[src/rtl/ptb_pkg.sv]
package ptb_pkg;
  typedef enum logic [1:0] {
    FLD_BASE  = 2'd0,
    FLD_COUNT = 2'd1,
    FLD_CTRL  = 2'd2,
    FLD_NONE  = 2'd3
  } field_e;

  typedef struct packed {
    logic cascade;
    logic wrap;
  } ctrl_t;
endpackage

[src/rtl/ptb_prescaler.sv]
module ptb_prescaler #(
  parameter int DIV = 8
) (
  input  logic clk,
  input  logic rst,
  output logic tick_o
);
  localparam int PW = (DIV > 1) ? $clog2(DIV) : 1;
  localparam logic [PW-1:0] LAST = PW'(DIV - 1);

  logic [PW-1:0] phase_q;

  always_ff @(posedge clk) begin
    if (rst)                  phase_q <= '0;
    else if (phase_q == LAST) phase_q <= '0;
    else                      phase_q <= phase_q + 1'b1;
  end

  assign tick_o = (phase_q == LAST);

  // the phase never leaves its range
  a_r1_phase_range: assert property (@(posedge clk) disable iff (rst)
    phase_q <= LAST);

  generate
    if (DIV > 1) begin : g_gap
      // ticks are never back to back
      a_r1_tick_gap: assert property (@(posedge clk) disable iff (rst)
        tick_o |=> !tick_o);
    end
  endgenerate
endmodule

[src/rtl/ptb_counter.sv]
module ptb_counter
  import ptb_pkg::*;
#(
  parameter int CNT_W  = 12,
  parameter int DATA_W = 32
) (
  input  logic              clk,
  input  logic              rst,
  input  logic              en_i,
  input  logic              base_we_i,
  input  logic              ctrl_we_i,
  input  logic [DATA_W-1:0] wdata_i,
  output logic [CNT_W-1:0]  cnt_o,
  output logic [CNT_W-1:0]  base_o,
  output logic              inh_o,
  output ctrl_t             ctrl_o,
  output logic              roll_o
);
  logic [CNT_W-1:0] cnt_q, base_q;
  logic             inh_q;
  ctrl_t            ctrl_q;
  logic             load, step;

  assign load   = base_we_i && inh_q && !wdata_i[DATA_W-1];
  assign step   = en_i && !inh_q;
  assign roll_o = step && (cnt_q == '0);

  always_ff @(posedge clk) begin
    if (rst) begin
      cnt_q  <= '0;
      base_q <= '0;
      inh_q  <= 1'b1;
      ctrl_q <= '0;
    end else begin
      if (base_we_i) begin
        base_q <= wdata_i[CNT_W-1:0];
        inh_q  <= wdata_i[DATA_W-1];
      end
      if (ctrl_we_i) begin
        ctrl_q.wrap    <= wdata_i[0];
        ctrl_q.cascade <= wdata_i[1];
      end
      if (load)
        cnt_q <= wdata_i[CNT_W-1:0];
      else if (step)
        cnt_q <= (cnt_q == '0) ? (ctrl_q.wrap ? '1 : base_q) : cnt_q - 1'b1;
    end
  end

  assign cnt_o  = cnt_q;
  assign base_o = base_q;
  assign inh_o  = inh_q;
  assign ctrl_o = ctrl_q;

  // a running non-zero count moves down by exactly one per enable
  a_r2_step_down: assert property (@(posedge clk) disable iff (rst)
    (step && cnt_q != '0) |=> cnt_q == $past(cnt_q) - 1'b1);
  // reload mode restarts from the base held before the edge
  a_r4_reload: assert property (@(posedge clk) disable iff (rst)
    (roll_o && !ctrl_q.wrap) |=> cnt_q == $past(base_q));
  // wrap mode goes to all ones
  a_r5_wrap: assert property (@(posedge clk) disable iff (rst)
    (roll_o && ctrl_q.wrap) |=> cnt_q == '1);
  // an inhibited timer holds its count unless armed
  a_r6_hold: assert property (@(posedge clk) disable iff (rst)
    (inh_q && !load) |=> $stable(cnt_q));
  // a base write while idle between steps leaves the count alone
  a_r7_base_quiet: assert property (@(posedge clk) disable iff (rst)
    (base_we_i && !load && !step) |=> $stable(cnt_q));
endmodule

[src/rtl/prescaled_timer_bank.sv]
module prescaled_timer_bank
  import ptb_pkg::*;
#(
  parameter int NUM_TMR = 4,
  parameter int CNT_W   = 12,
  parameter int DIV     = 8,
  parameter int DATA_W  = 32,
  localparam int IDX_W  = (NUM_TMR > 1) ? $clog2(NUM_TMR) : 1,
  localparam int AW     = IDX_W + 2
) (
  input  logic               clk,
  input  logic               rst,
  input  logic [AW-1:0]      addr,
  input  logic [DATA_W-1:0]  wdata,
  input  logic               we,
  output logic [DATA_W-1:0]  rdata,
  output logic [NUM_TMR-1:0] irq
);
  logic                           tick;
  logic [IDX_W-1:0]               idx;
  field_e                         fld;
  logic [NUM_TMR-1:0]             en, roll, inh, fwd;
  logic [NUM_TMR-1:0][CNT_W-1:0]  cnt, base;
  ctrl_t [NUM_TMR-1:0]            ctrl;
  logic [NUM_TMR-1:0]             irq_q;
  logic [DATA_W-1:0]              rd_next, rdata_q;

  assign idx = addr[AW-1:2];
  assign fld = field_e'(addr[1:0]);

  ptb_prescaler #(.DIV(DIV)) u_pre (
    .clk(clk), .rst(rst), .tick_o(tick)
  );

  generate
    for (genvar g = 0; g < NUM_TMR; g++) begin : g_tmr
      if (g == 0) begin : g_first
        assign en[g] = tick;
      end else begin : g_chain
        assign en[g] = ctrl[g].cascade ? roll[g-1] : tick;
      end

      if (g == NUM_TMR - 1) begin : g_last
        assign fwd[g] = 1'b0;
      end else begin : g_mid
        assign fwd[g] = ctrl[g+1].cascade;
        // a timer feeding a cascaded neighbour stays silent
        a_r8_upstream_quiet: assert property (@(posedge clk) disable iff (rst)
          ctrl[g+1].cascade |=> !irq_q[g]);
      end

      ptb_counter #(.CNT_W(CNT_W), .DATA_W(DATA_W)) u_cnt (
        .clk       (clk),
        .rst       (rst),
        .en_i      (en[g]),
        .base_we_i (we && idx == IDX_W'(g) && fld == FLD_BASE),
        .ctrl_we_i (we && idx == IDX_W'(g) && fld == FLD_CTRL),
        .wdata_i   (wdata),
        .cnt_o     (cnt[g]),
        .base_o    (base[g]),
        .inh_o     (inh[g]),
        .ctrl_o    (ctrl[g]),
        .roll_o    (roll[g])
      );

      // every pulse follows a rollover on the clock before
      a_r9_irq_cause: assert property (@(posedge clk) disable iff (rst)
        irq_q[g] |-> $past(roll[g]));
      // pulses last one clock (no rollover can repeat within one tick)
      if (DIV > 1) begin : g_pulse
        a_r9_one_cycle: assert property (@(posedge clk) disable iff (rst)
          irq_q[g] |=> !irq_q[g]);
      end
    end
  endgenerate

  always_comb begin
    rd_next = '0;
    if (int'(idx) < NUM_TMR) begin
      unique case (fld)
        FLD_BASE: begin
          rd_next[CNT_W-1:0] = base[idx];
          rd_next[DATA_W-1]  = inh[idx];
        end
        FLD_COUNT: rd_next[CNT_W-1:0] = cnt[idx];
        FLD_CTRL:  rd_next[1:0] = ctrl[idx];
        default:   rd_next = '0;
      endcase
    end
  end

  always_ff @(posedge clk) begin
    if (rst) begin
      irq_q   <= '0;
      rdata_q <= '0;
    end else begin
      irq_q   <= roll & ~fwd;
      rdata_q <= rd_next;
    end
  end

  assign irq   = irq_q;
  assign rdata = rdata_q;
endmodule

[config.mk]
export PLATFORM = sky130hd
export DESIGN_NAME = prescaled_timer_bank
export DESIGN_NICKNAME = d
export VERILOG_FILES = /design/src/rtl/ptb_pkg.sv /design/src/rtl/ptb_prescaler.sv /design/src/rtl/ptb_counter.sv /design/src/rtl/prescaled_timer_bank.sv
export SDC_FILE = /design/constraint.sdc
export NUM_CORES = 1
export LEC_CHECK = 0
export ABC_AREA = 1
export BUFFER_PORTS_ARGS = -buffer_cell sky130_fd_sc_hd__buf_2
export CAP_MARGIN = 30
export CORE_MARGIN = 2
export CORE_UTILIZATION = 45
export CTS_BUF_LIST = sky130_fd_sc_hd__clkbuf_16
export CTS_CLUSTER_DIAMETER = 100
export DETAILED_ROUTE_END_ITERATION = 10
export PLACE_DENSITY = 0.7
export SLEW_MARGIN = 0
export SYNTH_ARGS = -nofsm -noshare
export SYNTH_HDL_FRONTEND = slang
export SYNTH_SLANG_ARGS = --single-unit
[constraint.sdc]
create_clock -name clk -period 2.7 [get_ports clk]
set_clock_uncertainty 0.2 [all_clocks]
set_input_delay 0 -clock clk [delete_from_list [all_inputs] [get_ports clk]]
set_output_delay 0 -clock clk [all_outputs]
set_load 0.02 [all_outputs]
==> results.py, run 1 <==
metrics = {
    "routing": {
        "avgViaCountPerCell": 5.85,
        "drt-total-wl_um": 25600,
        "dr.pass1.iters": 6,
        "vias": 7582,
        "wl_per_cell_um": 19.7,
        "drt_drc_violations_left": 0,
        "drtIter0Drc": 1227,
        "antenna_left": 0,
    },
    "cts": {
        "htreeDepth": 4,
        "clk_latency_ns": 0.43,
        "clkTransAtPathRegs_ns": 0.06,
        "post_cts_resized": 0,
        "clk_path_buf_depth": 2,
        "cts_tree": "built",
        "cts_setup_buffers": 0,
        "cts_sinks": 128,
        "cts_root_buffer": "clkbuf_16",
        "cts_buffers": 17,
    },
    "placed_design": {
        "dp.cells": 1248,
        "gp_congestion": 0.952,
        "io_buffers": 36,
        "dpl.hpwl_um": 18200,
    },
    "worst_setup_path": {
        "crit_top_cell": "nor2_1",
        "worstPathCellList": "ha_1 > ha_1 > inv_1 > nor2_1 > nand3_2 > nand2_2 > nand2_1 > clkinv_1 > o21ai_0 > nor2_1 > nor2_1 > nor2_1",
        "critPathTopFamily": "simple AND/OR/NAND/NOR gates",
        "worst_setup_path_end_kind": "register",
        "rr_endpoint": "g_tmr[1].u_cnt.cnt_o[10]",
        "required_ns": 2.80,
        "cp.arrival_ns": 2.58,
        "path_max_fanout": 9,
        "timing.rr.start": "u_pre.phase_q[0]",
        "ff2ff_path_depth": 12,
        "cp-start-kind": "register",
        "crit_path_max_incr_delay_ns": 0.31,
        "worst-path-buf-inv": 2,
        "rrSetupSlack_ns": 0.22,
        "cpMaxStageDelayCell": "dfxtp_1",
        "worst-setup-path-type": "reg2reg",
        "cp.depth": 12,
    },
    "worst_hold_path": {
        "hp-start": "we",
        "hp-class": "in2reg",
        "min_to": "g_tmr[3].u_cnt.ctrl_o[1]",
        "hold_depth": 5,
    },
    "die": {
        "die_h_um": 132,
        "die_area_um2": 17400,
        "io_pins": 75,
        "initial_core_util": 0.461,
        "core-area_um2": 15900,
        "die_w_um": 132,
        "rows": 46,
    },
    "global_route": {
        "grt_max_degree": 43,
        "gr-total-overflow": 0,
        "grt_pass1_wl_um": 38800,
        "grt_pass1_vias": 6860,
        "track_usage": 0.292,
        "antenna_found_initial": 0,
    },
    "job": {
        "cap_viol_max_count": 0,
    },
    "logic_synthesis": {
        "ys.warnings.count": 0,
        "ys_types": 53,
        "synth_cells": 1022,
        "yosysSeqAreaShare": 0.349,
        "post_synth_instance_area_um2": 7340,
        "synth.avg_cell_area_um2": 7.19,
        "ys_ff_latch": 128,
    },
    "layout": {
        "drive_above_1_share": 0.132,
        "antenna_cells": 0,
        "syn2layout_area_growth_pct": 14.0,
        "multi_input_area_um2": 4040,
        "final_net_count": 1118,
        "fill_cells": 1588,
        "seqCellArea_um2": 2560,
        "finalNonFillerCells": 1297,
    },
    "timing": {
        "finalSetupViolCount": 0,
        "rsz0062_at_grt": "false",
        "timing.fmax_mhz": 404,
        "timing.final.crit_share": 0.917,
        "finalSetupTns_ns": 0,
        "maxSlewViolCount": 0,
        "timing.slew.headroom": 0.653,
        "finalHoldViolCount": 0,
        "min_period_ns": 2.48,
        "worstMarginPinSlew_ns": 0.520,
    },
    "power_and_ir_drop": {
        "leakage_nw": 3.55,
        "peakVddDrop_v": 0.000410,
        "p_per_area_nw_per_um2": 565,
    },
    "outcome": {
        "outcome": "finished, final reports clean",
    },
}
==> logic make-up (layout without fill, tap and decap cells) <==
group,Yosys count,count (layout),synth area share
buf+inv,182,223,0.111
simple gates,336,336,0.230
other cells,1,19,0.000511
flops,128,128,0.349
compound gates,345,345,0.269
fa+ha+maj,10,10,0.0170
xor+xnor,20,20,0.0239
==> final cells by class <==
class	count	area share
inverters	120	0.0542
clock inverters	14	0.0152
clock buffers	17	0.0508
well taps	216	0.0323
flip-flops and latches	128	0.306
repair buffers	72	0.0592
multi-input cells	730	0.482
==> report_power, final <==
part	internal [W]	switching [W]
logic	0.000166	0.000391
clock network	0.00133	0.000887
registers	0.00192	0.0000291
==> flip-flops by register name, summed over array words and instances (netlist names) <==
name and cells:
g_tmr.u_cnt.base_o 48, g_tmr.u_cnt.ctrl_o 8, g_tmr.u_cnt.cnt_o 48, rdata 13
g_tmr.u_cnt.inh_o 4, irq 4, u_pre.phase_q 3
==> timing repair <==
item,CTS,global route
hold endpoints to repair,111,0
setup endpoints to repair,0,0
hold buffers,18,0
==> layout by cell type, fill, tap and decap left out, types with 9 or more instances in the layout <==
cell type / netlist / layout
xor2_1: 18 / 18
o211ai_1: 10 / 10
dfxtp_1: 128 / 128
a31oi_1: 21 / 21
dlygate4sd3_1: 0 / 18
o22ai_1: 39 / 39
inv_1: 108 / 109
a21oi_1: 95 / 95
a221oi_1: 10 / 10
nand3_2: 11 / 11
nor3_1: 19 / 19
nor2_1: 92 / 92
buf_4: 21 / 18
ha_1: 10 / 10
clkbuf_16: 0 / 17
o21ai_0: 138 / 138
buf_2: 7 / 36
inv_2: 8 / 9
nand2_1: 116 / 116
conb_1: 1 / 19
o221ai_1: 13 / 13
nand3_1: 48 / 48
==> worst min-delay path, delay by kind of cell <==
family | cells | cell delay [ns]
AO/OA/AOI/OAI | 1 | 0.07
buffers and inverters | 2 | 0.40
AND/OR/NAND/NOR | 2 | 0.20
==> Yosys cell counts, drive strengths merged <==
cell	instances	area, um2
a2111oi	1	15.0
a211oi	1	7.51
a21o	1	7.51
a21oi	95	475
a221oi	10	87.6
a22oi	5	37.5
a31oi	21	131
a32o	1	10.0
and3	1	6.26
buf	36	260
clkbuf	26	97.6
clkinv	3	12.5
conb	1	3.75
dfxtp	128	2560
ha	10	125
inv	117	442
nand2	129	542
nand3	63	420
nand3b	2	15.0
nand4	9	62.6
nor2	105	474
nor3	23	148
nor4	2	12.5
o211a	1	10.0
o211ai	10	75.1
o21a	2	15.0
o21ai	141	709
o221a	1	11.3
o221ai	13	114
o22ai	39	244
o31ai	3	22.5
or2	2	12.5
xnor2	2	17.5
xor2	18	158
==> worst max-delay path by stage <==
stage	endpoint	slack (ns)	start
6_report	g_tmr[1].u_cnt.cnt_o[10]	0.22	u_pre.phase_q[0]
5_1_grt	g_tmr[1].u_cnt.cnt_o[10]	0.08	u_pre.phase_q[0]
4_1_cts	g_tmr[1].u_cnt.cnt_o[10]	0.27	u_pre.phase_q[0]
3_5_place_dp	g_tmr[1].u_cnt.cnt_o[10]	0.29	u_pre.phase_q[0]
3_3_place_gp	g_tmr[3].u_cnt.cnt_o[8]	0.33	u_pre.phase_q[0]
2_1_floorplan	g_tmr[3].u_cnt.cnt_o[11]	0.65	u_pre.phase_q[0]
==> per-stage QoR <==
stage               power [W]  hold WS [ns]  utilization  area, um2  setup WS (ns)
floorplan             0.00236        -0.120            -       7410          0.647
global placement      0.00251        0.0766        0.479       7640          0.335
detailed placement    0.00251        0.0855        0.479       7640          0.295
CTS                   0.00471        0.0654        0.525       8370          0.273
global route          0.00485         0.125        0.525       8370         0.0816
finish                0.00473        0.0833        0.525       8370          0.223
==> routing by layer <==
metal	wire, um	global-route usage	vias up
li1	-	-	3601
met1	11100	0.404	3488
met2	11100	0.437	436
met3	2440	0.0627	57
met4	948	0.127	0
met5	0	0	-
No activity file was read; power rests on OpenSTA's default activity.
==> run 2: changes to the inputs <==
--- a/config.mk
+++ b/config.mk
@@ -7,13 +7,13 @@
 export LEC_CHECK = 0
 export ABC_AREA = 1
 export BUFFER_PORTS_ARGS = -buffer_cell sky130_fd_sc_hd__buf_2
-export CAP_MARGIN = 30
+export CAP_MARGIN = 20
 export CORE_MARGIN = 2
 export CORE_UTILIZATION = 45
 export CTS_BUF_LIST = sky130_fd_sc_hd__clkbuf_16
 export CTS_CLUSTER_DIAMETER = 100
 export DETAILED_ROUTE_END_ITERATION = 10
-export PLACE_DENSITY = 0.7
+export PLACE_DENSITY = 0.72
 export SLEW_MARGIN = 0
 export SYNTH_ARGS = -nofsm -noshare
 export SYNTH_HDL_FRONTEND = slang
==> constraint.sdc (replaced) <==
create_clock -name clk -period 2.05 [get_ports clk]
set_clock_uncertainty 0.2 [all_clocks]
set_input_delay 0 -clock clk [delete_from_list [all_inputs] [get_ports clk]]
set_output_delay 0 -clock clk [all_outputs]
set_load 0.02 [all_outputs]
==> run 2 against run 1 <==
Sequential share of layout area is 3.2 points lower. Largest cell class unchanged. Critical path type unchanged. The run now ends with setup timing left. Clock-buffer cell count is the same. Wire length is 4.9% higher. Fmax is 20% higher. Flip-flop and latch count did not move. Sequential power is 32% higher. Die area did not move.
==> results.py, run 2 (synthesized netlist as in run 1, its figures left out) <==
metrics = {
    "outcome": {
        "outcome": "finished, violations left",
        "failed_checks": "setup timing",
    },
    "cts": {
        "clk_latency_ns": 0.44,
        "cts_tree": "built",
        "cts_buffers": 17,
        "cts_root_buffer": "clkbuf_16",
        "clkTransAtPathRegs_ns": 0.06,
        "htreeDepth": 4,
        "clk_path_buf_depth": 2,
        "cts_sinks": 128,
    },
    "routing": {
        "drt_drc_violations_left": 0,
        "avgViaCountPerCell": 5.90,
        "wl_per_cell_um": 19.4,
        "drtIter0Drc": 1487,
        "dr.pass1.iters": 8,
        "vias": 8152,
        "antenna_left": 0,
        "drt-total-wl_um": 26800,
    },
    "worst_hold_path": {
        "hp-class": "in2reg",
    },
    "die": {
        "die_w_um": 132,
        "io_pins": 75,
        "rows": 46,
        "die_h_um": 132,
        "core-area_um2": 15900,
        "initial_core_util": 0.461,
        "die_area_um2": 17400,
    },
    "placed_design": {
        "dpl.hpwl_um": 19000,
        "gp_congestion": 1.01,
        "io_buffers": 36,
        "post_dp_cell_area_um2": 8210,
        "dp_worst_setup_slack_ns": -0.141,
    },
    "global_route": {
        "grt_max_degree": 35,
        "grt_pass1_vias": 7351,
        "track_usage": 0.305,
        "antenna_found_initial": 0,
        "gr-total-overflow": 0,
        "grt_pass1_wl_um": 41100,
    },
    "timing": {
        "timing.slew.headroom": 0.285,
        "finalSetupTns_ns": -0.0265,
        "timing.fmax_mhz": 483,
        "worstMarginPinSlew_ns": 1.06,
        "finalSetupViolCount": 2,
        "min_period_ns": 2.07,
        "rsz0062_at_grt": "true",
        "maxSlewViolCount": 0,
        "whs_ns": 0.0781,
        "timing.final.crit_share": 1.01,
        "finalHoldViolCount": 0,
        "layout_setup_ws_ns": -0.0201,
    },
    "power_and_ir_drop": {
        "pwr-share-comb": 0.124,
        "switchingPower_w": 0.00185,
        "leakage_nw": 4.01,
        "peakVddDrop_v": 0.000567,
        "p_per_area_nw_per_um2": 729,
        "pwr-share-seq": 0.376,
        "p_sw_frac": 0.270,
        "internal-power_w": 0.00499,
        "p_clk_frac": 0.500,
    },
    "layout": {
        "utilization": 0.588,
        "final_net_count": 1202,
        "syn2layout_area_growth_pct": 27.6,
        "layout_commonest_cell": "o21ai_0",
        "final_cell_mix": "138 x o21ai_0, 126 x dfxtp_1, 112 x nand2_1",
        "final_area_um2": 9370,
        "drive_above_1_share": 0.227,
        "antenna_cells": 0,
    },
    "worst_setup_path": {
        "path_max_fanout": 6,
        "cp.arrival_ns": 2.20,
        "required_ns": 2.18,
        "worst-setup-path-type": "reg2reg",
        "worst_setup_path_end_kind": "register",
        "cp-start-kind": "register",
    },
    "job": {
        "cap_viol_max_count": 0,
    },
}
run 2: changes by cell type in the layout (fill, tap and decap cells not counted), sizes merged:
| cell | before | now |
|---|---|---|
| buf | 54 | 130 |
| clkinv | 10 | 6 |
| bufinv | 2 | 5 |
| nand2 | 129 | 132 |
| clkinvlp | 3 | 5 |
| dlygate4sd3 | 18 | 20 |
| inv | 119 | 121 |
| clkbuf | 17 | 18 |
run 2: worst paths after layout:
kind | cells after the start | to | slack, ns | start
worst max register to register | 13 | g_tmr[3].u_cnt.cnt_o[4] | -0.02 | u_pre.phase_q[0]
worst min register to register | 1 | u_pre.phase_q[0] | 0.23 | u_pre.phase_q[0]
worst max-delay path | 13 | g_tmr[3].u_cnt.cnt_o[4] | -0.02 | u_pre.phase_q[0]
worst min-delay path | 8 | g_tmr[3].u_cnt.inh_o | 0.08 | addr[3]
run 2: cell type report:
class / count / area, um2
Tap cell: 216 / 270
Timing Repair inverter: 2 / 12.5
Inverter: 120 / 467
Clock inverter: 15 / 231
Multi-Input combinational cell: 733 / 4280
Clock buffer: 17 / 425
Fill cell: 1439 / 6570
Timing Repair Buffer: 151 / 1120
Sequential cell: 128 / 2560
run 2: repair_timing:
item | CTS | global route
cloned | 3 | 2
endpoints found under the hold margin | 109 | 0
pin swaps | 5 | 12
buffers inserted | 0 | 3
gates resized for setup | 20 | 36
hold buffers | 20 | 0
endpoints found under the setup margin | 28 | 34
run 2: through the flow:
step | total power (W) | instances
after floorplan | 0.00311 | 1040
after global placement | 0.00336 | 1322
after detailed placement | 0.00337 | 1322
after CTS | 0.00677 | 1377
after global routing | 0.00701 | 1382
final | 0.00683 | 1382
run 2: layer usage:
layer  track usage  up-vias  part of all wire
li1              -     3786                 -
met1         0.421     3726              0.41
met2         0.459      546              0.43
met3        0.0607       94              0.12
met4         0.141        0             0.046
met5             0        -                 0
run 2: worst max-delay path: stages, from the launching register on:
cell,delay [ns]
dfxtp_2,0.35
ha_4,0.13
ha_4,0.13
inv_4,0.05
nor2_4,0.11
nand3_2,0.11
nand2_4,0.10
nand3_4,0.07
nand2_4,0.10
nand3_4,0.11
nand2_8,0.17
nand2_8,0.10
a21oi_2,0.16
nor2_1,0.06
run 2: power groups by stage:
stage	Sequential (W)	Combinational, W	Clock (W)
finish	0.00257	0.000846	0.00342
global route	0.00257	0.000907	0.00353
CTS	0.00257	0.000790	0.00341
detailed placement	0.00262	0.000747	0
global placement	0.00262	0.000737	0
floorplan	0.00261	0.000503	0
